File: config.mk
export PLATFORM = sky130hd
export DESIGN_NAME = tmr_trig_gen
export DESIGN_NICKNAME = d
export VERILOG_FILES = /design/src/rtl/tmr_trig_pkg.sv /design/src/rtl/tmr_match_unit.sv /design/src/rtl/tmr_trig_csr.sv /design/src/rtl/tmr_trig_gen.sv
export SDC_FILE = /design/constraint.sdc
export NUM_CORES = 1
export LEC_CHECK = 0
export ABC_AREA = 1
export BUFFER_PORTS_ARGS = -buffer_cell sky130_fd_sc_hd__clkbuf_2
export CORE_MARGIN = 2
export CORE_UTILIZATION = 36
export DETAILED_ROUTE_END_ITERATION = 12
export HOLD_SLACK_MARGIN = 0.06
export PLACE_DENSITY = 0.79
export SYNTH_ARGS = -nofsm -noshare
export SYNTH_HDL_FRONTEND = slang
export SYNTH_SLANG_ARGS = --single-unit
File: constraint.sdc
create_clock -name clk_i -period 1.2 [get_ports clk_i]
set_clock_uncertainty 0.15 [all_clocks]
set_input_delay 0.06 -clock clk_i [delete_from_list [all_inputs] [get_ports clk_i]]
set_output_delay 0.06 -clock clk_i [all_outputs]
set_load 0.03 [all_outputs]
File: src/rtl/tmr_trig_pkg.sv
package tmr_trig_pkg;
  localparam int NUM_CH      = 6;
  localparam int REG_W       = 32;
  localparam int FLAG_BIT    = 7;
  localparam int INIT_EN_BIT = 6;
  localparam int CTL_W       = INIT_EN_BIT + 1;

  // register bit that holds the enable of channel ch
  function automatic int en_bit(input int ch);
    case (ch)
      0:       return 4;
      1:       return 5;
      2:       return 2;
      3:       return 1;
      4:       return 0;
      default: return 3;
    endcase
  endfunction
endpackage

File: src/rtl/tmr_match_unit.sv
module tmr_match_unit #(
  parameter int CNT_W  = 16,
  parameter int NUM_CH = 6
) (
  input  logic [CNT_W-1:0]        cnt_i,
  input  logic [NUM_CH*CNT_W-1:0] cmp_i,
  input  logic [CNT_W-1:0]        init_val_i,
  input  logic [NUM_CH-1:0]       ch_en_i,
  input  logic                    init_en_i,
  output logic                    ch_hit_o,
  output logic                    init_hit_o
);
  logic [NUM_CH-1:0] eq;

  for (genvar g = 0; g < NUM_CH; g++) begin : g_cmp
    assign eq[g] = ch_en_i[g] && (cnt_i == cmp_i[g*CNT_W +: CNT_W]);
  end

  assign ch_hit_o   = |eq;
  assign init_hit_o = init_en_i && (cnt_i == init_val_i);
endmodule

File: src/rtl/tmr_trig_csr.sv
module tmr_trig_csr
  import tmr_trig_pkg::*;
(
  input  logic              clk_i,
  input  logic              rst_ni,
  input  logic              ch_hit_i,
  input  logic              rd_i,
  input  logic              wr_i,
  input  logic [REG_W-1:0]  wdata_i,
  output logic [NUM_CH-1:0] ch_en_o,
  output logic              init_en_o,
  output logic [REG_W-1:0]  rdata_o
);
  logic [CTL_W-1:0] ctl_q;
  logic             flag_q;
  logic             arm_q;
  logic             clr_req;

  assign clr_req = wr_i && !wdata_i[FLAG_BIT] && arm_q;

  always_ff @(posedge clk_i or negedge rst_ni) begin
    if (!rst_ni) begin
      ctl_q  <= '0;
      flag_q <= 1'b0;
      arm_q  <= 1'b0;
    end else begin
      if (wr_i) ctl_q <= wdata_i[CTL_W-1:0];
      // set wins over clear
      if (ch_hit_i)     flag_q <= 1'b1;
      else if (clr_req) flag_q <= 1'b0;
      // new trigger restarts the handshake
      if (ch_hit_i || clr_req) arm_q <= 1'b0;
      else if (rd_i && flag_q) arm_q <= 1'b1;
    end
  end

  for (genvar g = 0; g < NUM_CH; g++) begin : g_en
    localparam int B = en_bit(g);
    assign ch_en_o[g] = ctl_q[B];
  end

  assign init_en_o = ctl_q[INIT_EN_BIT];

  always_comb begin
    rdata_o              = '0;
    rdata_o[CTL_W-1:0]   = ctl_q;
    rdata_o[FLAG_BIT]    = flag_q;
  end
endmodule

File: src/rtl/tmr_trig_gen.sv
module tmr_trig_gen
  import tmr_trig_pkg::*;
#(
  parameter int CNT_W = 16
) (
  input  logic                    clk_i,
  input  logic                    rst_ni,
  input  logic [CNT_W-1:0]        cnt_i,
  input  logic [NUM_CH*CNT_W-1:0] cmp_val_i,
  input  logic [CNT_W-1:0]        init_val_i,
  input  logic                    rd_i,
  input  logic                    wr_i,
  input  logic [REG_W-1:0]        wdata_i,
  output logic [REG_W-1:0]        rdata_o,
  output logic                    trig_o
);
  logic [NUM_CH-1:0] ch_en;
  logic              init_en;
  logic              ch_hit;
  logic              init_hit;
  logic              trig_q;

  tmr_match_unit #(.CNT_W(CNT_W), .NUM_CH(NUM_CH)) u_match (
    .cnt_i      (cnt_i),
    .cmp_i      (cmp_val_i),
    .init_val_i (init_val_i),
    .ch_en_i    (ch_en),
    .init_en_i  (init_en),
    .ch_hit_o   (ch_hit),
    .init_hit_o (init_hit)
  );

  tmr_trig_csr u_csr (
    .clk_i     (clk_i),
    .rst_ni    (rst_ni),
    .ch_hit_i  (ch_hit),
    .rd_i      (rd_i),
    .wr_i      (wr_i),
    .wdata_i   (wdata_i),
    .ch_en_o   (ch_en),
    .init_en_o (init_en),
    .rdata_o   (rdata_o)
  );

  always_ff @(posedge clk_i or negedge rst_ni) begin
    if (!rst_ni) trig_q <= 1'b0;
    else         trig_q <= ch_hit || init_hit;
  end

  assign trig_o = trig_q;
endmodule

==> metrics.md, run 1 <==
| Metric | Value |
|---|---|
| Critical path type | reg -> reg |
| Dpl ws | -0.277 ns |
| Crit path max fanout | 3 |
| Failing checks | setup timing |
| Syn avg cell area | 5.12 µm² |
| Yosys warning count | 0 |
| Clock Tree Root | clkbuf_8 |
| Largest cells by area after synthesis | nand2_1 (29%), dfrtp_1 (11%), nor2_1 (9.1%), buf_4 (8.6%), inv_1 (7.8%) |
| Status | finished, violations left |
| # diodes | 0 |
| Mux cell area share after synthesis | 0.0286 |
| Vias per inst | 4.62 |
| Nets | 803 |
| WP data required | 1.17 ns |
| Antenna violations before repair | 0 |
| Area of the mapped netlist | 2360 µm² |
| CP Launch Type | register |
| Placer's final routability congestion estimate | 0.931 |
| First-pass GRT wire length | 15,200 µm |
| CP arrival | 1.35 ns |
| Fmax | 723 MHz |
| CP endpoint kind | register |
| Drt wl/cell | 13.3 µm |
| Synth area leader | nand2_1 |
| Synth Area in Adders | 0 |
| Setup violators final | 3 |
| Core area | 6350 µm² |
| DRC violations left | 0 |
| Main combinational cell family by area after synthesis | simple AND/OR/NAND/NOR gates |
| Post-DP HPWL | 8170 µm |
| PD cells | 587 nW/µm² |
| Min cycle time layout | 1.38 ns |
| Die H | 85.0 µm |
| GRT overflow | 0 |
| Clk pin slew, worst setup/hold paths | 0.05 ns |
| # port buffers | 148 |
| Pins Over Slew Limit | 0 |
| Clock Latency Late Sink | 0.23 ns |
| WL met3 | 697 µm |
| FF+latch count, synth | 10 |
| Fillers | 685 |
| Final total power | 2.01 mW |
| Total wire length | 9510 µm |
| Synth Area in Compound Gates | 0.118 |
| Unrepaired setup endpoints after global routing | true |
| Synth Area in XOR/XNOR | 0.0705 |
| Die Width | 85.0 µm |
| Seq/Total Area, Yosys | 0.106 |
| Gate Count Post-Synth | 461 |
| Maximum vdd drop | 857 µV |
| GRT Util Overall | 0.261 |
| Met2 Wirelength | 4800 µm |
| Synth top area share | 0.294 |
| Drt pass-1 iters | 4 |
| Longest Clk Path Bufs | 2 |
| Layout cells sized above 1 | 0.335 |
| Post-route cell area | 3430 µm² |
| Final ANT Viol Nets | 0 |
| Vias in the first global route | 3,256 |
| Synth Area in Simple Gates | 0.474 |
| Setup WS post-layout | -0.183 ns |
| Cts bufs inserted | 3 |
| Unique cell type count in the Yosys netlist | 30 |
| Die area | 7220 µm² |
| Max_cap viols | 0 |
| Final Hold Viols | 0 |
| Largest net degree at the start of global routing | 11 |
| Max layer used | met4 |
| Sum of routed wire segments on met1 | 3880 µm |
| Leakage power | 2.14 nW |
| Iteration-0 DRC count of the detailed router | 148 |
| FP Rows | 29 |
| Fin crit share | 1.15 |
| CTS H-tree lvls | 1 |
| CTS Sinks | 10 |
| Hold Crit Class | in -> reg |
| Initial Utilization | 0.372 |
| Post-place instance area | 3250 µm² |
| Io pins | 197 |
| Layout area overhead | 45.2% |
| CTS tree | done |
| Total number of vias | 3,301 |
==> logic make-up (layout without fill, tap and decap cells) <==
family                 Yosys count  count (layout)
flip-flops                      10              10
XOR/XNOR                        19              19
buffers and inverters           98             252
AO/OA/AOI/OAI                   51              51
multiplexers                     6               6
AND/OR/NAND/NOR                276             276
other                            1              24
==> power by group <==
group	total, mW	leakage (nW)	switching, mW	internal (mW)
sequential	0.400	0.118	0.0239	0.376
combinational	1.19	1.99	0.692	0.497
clock	0.423	0.0288	0.134	0.289
total	2.01	2.14	0.851	1.16
==> layer usage <==
metal | global-route usage | up-vias
met1 | 0.320 | 1438
met3 | 0.0350 | 14
met2 | 0.490 | 139
li1 | - | 1710
met4 | 0.0375 | 0
met5 | 0 | -
==> layout make-up <==
type,count,area (µm²),share of cell area
multi-input cells,376,1720,0.502
repair buffers,183,1050,0.307
flip-flops and latches,10,258,0.0752
inverters,65,244,0.0712
well taps,77,96.3,0.0281
clock buffers,4,55.1,0.0161
==> through the flow <==
| step | utilization | hold slack [ns] | instances | setup TNS (ns) |
|---|---|---|---|---|
| final | 0.540 | 0.0770 | 715 | -0.477 |
| after global routing | 0.540 | 0.0927 | 715 | -0.587 |
| after CTS | 0.538 | 0.0871 | 715 | -0.437 |
| after detailed placement | 0.512 | -0.207 | 700 | -0.719 |
| after global placement | 0.512 | -0.216 | 700 | -0.682 |
| after floorplan | - | -0.386 | 484 | -0.146 |
==> final timing paths <==
path	cells after the start	to	from	slack, ns
min in group asynchronous	2	trig_o	rst_ni	0.09
max in group asynchronous	2	u_csr.ctl_q[5]	rst_ni	0.58
min reg2reg	2	u_csr.ctl_q[4]	u_csr.ctl_q[4]	0.42
max	9	u_csr.arm_q	u_csr.ctl_q[3]	-0.18
max reg2reg	9	u_csr.arm_q	u_csr.ctl_q[3]	-0.18
min	5	u_csr.arm_q	rd_i	0.08
==> flip-flops by register name (all words and copies together) (netlist names) <==
name          flops
trig_o            1
u_csr.arm_q       1
u_csr.ctl_q       7
u_csr.flag_q      1
==> timing repair <==
item / 4_1_cts / 5_1_grt
cloned: 0 / 0
endpoints found under the setup margin: 3 / 4
gates resized for setup: 0 / 5
setup buffers: 0 / 1
hold buffers: 11 / 0
endpoints found under the hold margin: 18 / 0
==> cells in the mapped netlist, drive strengths merged <==
cell type  number
nor2           59
nand4           3
or2            10
mux2            6
nand3b          1
nand3          11
xor2           15
conb            1
nand2         188
a22o            1
xnor2           4
clkbuf          1
o21ai          40
nor3            4
a21oi           2
a221oi          1
dfrtp          10
buf            32
o211ai          5
o22ai           2
inv            65
==> critical path: stages, from the launching register on <==
cell,delay (ns)
dfrtp_2,0.37
o21ai_1,0.06
nor2_1,0.15
nand2_1,0.07
nor2_1,0.13
nand3_1,0.11
nand2_1,0.09
inv_2,0.05
nand2_2,0.06
nor2_2,0.03
==> cells in the final DEF (no fill, tap or decap), drive strengths merged <==
| cell type | instances |
|---|---|
| a21oi | 2 |
| a221oi | 1 |
| a22o | 1 |
| buf | 25 |
| clkbuf | 151 |
| conb | 24 |
| dfrtp | 10 |
| dlygate4sd3 | 11 |
| inv | 65 |
| mux2 | 6 |
| nand2 | 188 |
| nand3 | 11 |
| nand3b | 1 |
| nand4 | 3 |
| nor2 | 59 |
| nor3 | 4 |
| o211ai | 5 |
| o21ai | 40 |
| o22ai | 2 |
| or2 | 10 |
| xnor2 | 4 |
| xor2 | 15 |
Note: power is estimated with default switching activity, not from simulation.
==> run 2, diff against run 1 <==
- CORE_UTILIZATION: 36 -> 40
- PLACE_DENSITY: 0.79 -> 0.83
- clock period: 1.2 -> 1.3 ns (I/O delays scaled with it)
==> run 2 against run 1 <==
Compared with the run above: the flow still finishes with violations (setup timing); worst hold slack lost 0.015 ns; setup slack better by 0.16 ns; fmax up 4.5%; cell area is 0.77% lower; sequential share of layout area increased by 0.058 points; register-to-register slack gained 0.16 ns; routed wire length fell by 1.6%; sequential power is 7.0% lower; global-route usage increased by 1.4 points; combinational power is 9% lower; final cell count down 0.98%; critical path type unchanged; critical endpoint unchanged.
==> metrics.md, run 2 (same netlist as run 1, synthesis figures left out) <==
| Metric | Value |
|---|---|
| Placed insts | 692 |
| CP arrival | 1.30 ns |
| Die H | 80.8 µm |
| Register Area | 258 µm² |
| Final total power | 1.85 mW |
| Power share of the clock group | 0.214 |
| Nets | 801 |
| Initial Utilization | 0.421 |
| Min cycle time layout | 1.32 ns |
| Clk pin slew, worst setup/hold paths | 0.06 ns |
| First-pass GRT wire length | 13,900 µm |
| Placer's final routability congestion estimate | 0.947 |
| Failing checks | setup timing |
| CP Launch Type | register |
| Vias per inst | 4.92 |
| Largest net degree at the start of global routing | 13 |
| Setup WS post-layout | -0.0237 ns |
| Pins Over Slew Limit | 0 |
| Layout cells sized above 1 | 0.347 |
| PD cells | 544 nW/µm² |
| Post-DP HPWL | 7650 µm |
| CTS Sinks | 10 |
| Leakage power | 2.13 nW |
| Logic gate share of total power | 0.585 |
| Drt pass-1 iters | 5 |
| DRC violations left | 0 |
| # diodes | 0 |
| Layout Cells excl Fill | 708 |
| Fmax | 755 MHz |
| Setup slack, reg-to-reg | -0.02 ns |
| Crit path max fanout | 3 |
| Fin crit share | 1.02 |
| Unrepaired setup endpoints after global routing | true |
| # port buffers | 148 |
| Cts bufs inserted | 3 |
| Total number of vias | 3,481 |
| Clock Tree Root | clkbuf_8 |
| Antenna violations before repair | 0 |
| FP Rows | 27 |
| Switching Fraction | 0.429 |
| Io pins | 197 |
| Fillers | 569 |
| Total wire length | 9360 µm |
| CTS H-tree lvls | 1 |
| Max reg flops | 7 |
| GRT overflow | 0 |
| Layout area overhead | 44.1% |
| GRT Util Overall | 0.274 |
| Drt wl/cell | 13.2 µm |
| WP data required | 1.28 ns |
| Most frequent cells in the layout | nand2_1 (185), clkbuf_2 (147), nor2_1 (53) |
| Sw Pwr | 793 µW |
| Iteration-0 DRC count of the detailed router | 243 |
| Maximum vdd drop | 672 µV |
| CP endpoint kind | register |
| Status | finished, violations left |
| Die area | 6530 µm² |
| P_int | 1.06 mW |
| Largest register by flop count | u_csr.ctl_q |
| Max_cap viols | 0 |
| Longest Clk Path Bufs | 2 |
| Vias in the first global route | 3,135 |
| CTS tree | done |
| Clock Latency Late Sink | 0.24 ns |
| Flop pwr share | 0.201 |
| Final ANT Viol Nets | 0 |
| Hold Crit Class | in -> reg |
| Die Width | 80.8 µm |
| Area of the multi-input gates | 1740 µm² |
| Core area | 5610 µm² |
| Final Hold Viols | 0 |
| Setup violators final | 1 |
| Commonest non-fill, non-tap cell in the layout | nand2_1 |
| Critical path type | reg -> reg |
-- run 2: cell types whose count changed in the layout (fill, tap and decap cells not counted), sizes merged --
cell / change
dlygate4sd3: -2
-- run 2: worst max-delay path, cell delays in order (launching register included) --
cell	delay [ns]
dfrtp_2	0.36
nand2_1	0.08
nor2_1	0.12
nand2_1	0.08
nor2_2	0.10
nand3_1	0.09
nand2_2	0.10
nor2_4	0.04
nand2_2	0.05
nor2_2	0.03
-- run 2: final cells by class --
cell class	instances	share of cell area
tap	72	0.0265
clock buffer	4	0.0162
timing repair buffer	181	0.297
multi-input combinational	376	0.513
sequential	10	0.0758
inverter	65	0.0717
-- run 2: through the flow --
stage          hold slack (ns)   util  instance area (µm²)  setup slack, ns  setup TNS (ns)
6_report                0.0616  0.606                 3400          -0.0237         -0.0237
5_1_grt                 0.0823  0.606                 3400          -0.0718          -0.188
4_1_cts                 0.0645  0.599                 3360          0.00467               0
2_1_floorplan           -0.381      -                 2450          0.00202               0
3_5_place_dp            -0.203  0.573                 3210           -0.131          -0.293
3_3_place_gp            -0.207  0.573                 3210           -0.107          -0.243
-- run 2: power by group through the flow --
stage	Clock, mW	Combinational (mW)	Sequential (mW)
finish	0.397	1.08	0.372
global route	0.423	1.18	0.373
CTS	0.398	1.04	0.370
detailed placement	0	1.02	0.374
global placement	0	0.996	0.374
floorplan	0	0.590	0.407
-- run 2: metal layers --
metal  share of wire  track usage  up-vias
met5               0            0        -
met4           0.015       0.0847        0
met3            0.11       0.0311       16
met2            0.49        0.493      223
met1            0.39        0.341     1533
li1                -            -     1709
-- run 2: final timing paths --
| check | from | endpoint | cells past startpoint |
|---|---|---|---|
| max in group asynchronous | rst_ni | u_csr.ctl_q[3] | 2 |
| hold / removal | wr_i | u_csr.ctl_q[4] | 3 |
| setup / recovery | u_csr.ctl_q[2] | u_csr.arm_q | 9 |
| setup reg to reg | u_csr.ctl_q[2] | u_csr.arm_q | 9 |
| hold reg to reg | u_csr.ctl_q[5] | u_csr.ctl_q[5] | 1 |
| min in group asynchronous | rst_ni | trig_o | 2 |
-- run 2: timing repair --
item / 4_1_cts / 5_1_grt
hold buffers: 9 / 0
endpoints found under the setup margin: 1 / 3
gates resized for setup: 1 / 8
setup buffers: 0 / 3
hold endpoints to repair: 18 / 0
pin swaps: 0 / 8
==> run 3, diff against run 2 <==
- CORE_UTILIZATION: 40 -> 43
- PLACE_DENSITY: 0.83 -> 0.88
- clock period: 1.3 -> 1.7 ns (I/O delays scaled with it)
==> run 3 against run 2 <==
Compared with the run above: flip-flop and latch count did not move; via count decreased by 5.6%; final cell count fell by 3.7%; total power shrank 27%; critical path type unchanged; the flow now finishes without violations.
==> metrics.md, run 3 (same netlist as run 1, synthesis figures left out) <==
| Metric | Value |
|---|---|
| DRC violations left | 0 |
| Commonest non-fill, non-tap cell in the layout | nand2_1 |
| Vias in the first global route | 3,111 |
| Setup tns final | 0 ns |
| Critical path type | reg -> reg |
| # port buffers | 148 |
| Final Hold Viols | 0 |
| Vias per inst | 4.82 |
| R2r endpoint | trig_o |
| Logic gate share of total power | 0.561 |
| Flop pwr share | 0.210 |
| Hold Path Cell Cnt | 5 |
| Drt wl/cell | 13.3 µm |
| Slowest cell on crit path | dfrtp_1 |
| Die H | 78.1 µm |
| Gates resized, CTS repair | 0 |
| Crit-path leading delay family | simple AND/OR/NAND/NOR gates |
| P_int | 764 µW |
| GRT overflow | 0 |
| Switching Fraction | 0.437 |
| Worst Hold Launch | rd_i |
| Initial Utilization | 0.453 |
| Max reg flops | 7 |
| R2R depth | 6 |
| Nets | 777 |
| FP Rows | 26 |
| Layout area overhead | 35.1% |
| CP Launch Type | register |
| Leakage power | 2.01 nW |
| CP arrival | 1.45 ns |
| Max_cap viols | 0 |
| Placer's final routability congestion estimate | 0.919 |
| Min cycle time layout | 1.41 ns |
| Clock Latency Late Sink | 0.25 ns |
| # diodes | 0 |
| Fin crit share | 0.832 |
| Cts bufs inserted | 3 |
| Maximum vdd drop | 464 µV |
| Setup violators final | 0 |
| Power share of the clock group | 0.229 |
| Clock Tree Root | clkbuf_8 |
| Largest register by flop count | u_csr.ctl_q |
| Iteration-0 DRC count of the detailed router | 203 |
| Io pins | 197 |
| GRT Util Overall | 0.301 |
| Post-Route Utilization | 0.613 |
| Worst path buffer plus inverter count | 0 |
| Die area | 6100 µm² |
| Setup WS post-layout | 0.285 ns |
| CP peak stage delay | 0.37 ns |
| Total number of vias | 3,286 |
| Hold Crit Class | in -> reg |
| Die Width | 78.1 µm |
| Largest net degree at the start of global routing | 13 |
| Layout cells sized above 1 | 0.299 |
| Crit-path cells | o21ai_0 > nor2_1 > nand4_1 > nor2_1 > nand3_1 > nand3_1 |
| WP data required | 1.73 ns |
| CP endpoint kind | register |
| Total wire length | 9100 µm |
| Final ANT Viol Nets | 0 |
| Sw Pwr | 594 µW |
| Status | completed |
| Placed insts | 669 |
| Crit path max fanout | 3 |
| Post-DP HPWL | 7340 µm |
| Fmax | 707 MHz |
| Dpl ws | 0.236 ns |
| Pins Over Slew Limit | 0 |
| Antenna violations before repair | 0 |
| CTS tree | done |
| Unrepaired setup endpoints after global routing | false |
| Core area | 5200 µm² |
| Worst Hold Path EP | u_csr.arm_q |
| Most frequent cells in the layout | nand2_1 (185), clkbuf_2 (148), nor2_1 (57) |
| Post-CTS Setup Inserts | 0 |
| First-pass GRT wire length | 14,400 µm |
| Clk pin slew, worst setup/hold paths | 0.05 ns |
| Longest Clk Path Bufs | 2 |
| Drt pass-1 iters | 5 |
| Layout Cells excl Fill | 682 |
| Final hold slack | 0.0738 ns |
| Setup slack, reg-to-reg | 0.29 ns |
| PD cells | 426 nW/µm² |
| CTS H-tree lvls | 1 |
| Reg2reg start | u_csr.ctl_q[6] |
| CTS Sinks | 10 |
## run 3: changes by cell type in the layout (fill, tap and decap cells not counted), sizes merged
cell | previous run | this run
buf | 25 | 0
clkbuf | 151 | 152
## run 3: final cells by class
class                      count  area [µm²]
clock buffer                   4        55.1
fill                         547        2020
inverter                      65         244
multi-input combinational    376        1720
sequential                    10         250
tap                           70        87.6
timing repair buffer         157         831
## run 3: metal layers
metal,track usage,wire (µm),vias to the layer above,share of wire
li1,-,-,1660,-
met1,0.361,3780,1437,0.41
met2,0.536,4340,168,0.48
met3,0.0483,782,21,0.086
met4,0.116,209,0,0.023
met5,0,0,-,0
## run 3: worst register-to-register path, cell delays in order (launching register included)
cell,delay [ns]
dfrtp_1,0.37
o21ai_0,0.09
nor2_1,0.12
nand4_1,0.19
nor2_1,0.16
nand3_1,0.14
nand3_1,0.12
## run 3: power by group through the flow
stage / clock [mW] / combinational [mW] / sequential, mW
floorplan: 0 / 0.451 / 0.308
global placement: 0 / 0.719 / 0.283
detailed placement: 0 / 0.731 / 0.285
CTS: 0.305 / 0.753 / 0.282
global route: 0.322 / 0.848 / 0.288
finish: 0.311 / 0.761 / 0.285
## run 3: worst max-delay path by stage
| stage | depth (start not counted) | slack [ns] | start | end |
|---|---|---|---|---|
| 2_1_floorplan | 9 | 0.30 | u_csr.ctl_q[3] | u_csr.arm_q |
| 3_3_place_gp | 12 | 0.25 | cnt_i[9] | u_csr.arm_q |
| 3_5_place_dp | 12 | 0.24 | cnt_i[15] | u_csr.arm_q |
| 4_1_cts | 9 | 0.32 | u_csr.ctl_q[1] | u_csr.arm_q |
| 5_1_grt | 9 | 0.19 | u_csr.ctl_q[1] | u_csr.arm_q |
| 6_report | 6 | 0.29 | u_csr.ctl_q[6] | trig_o |
## run 3: metrics by stage
stage,cell area (µm²),power [mW]
floorplan,2450,0.759
global placement,3040,1.00
detailed placement,3040,1.02
CTS,3190,1.34
global route,3190,1.46
finish,3190,1.36
## run 3: repair_timing
item / CTS / global route
endpoints found under the setup margin: 0 / 0
hold buffers: 9 / 0
endpoints found under the hold margin: 18 / 0
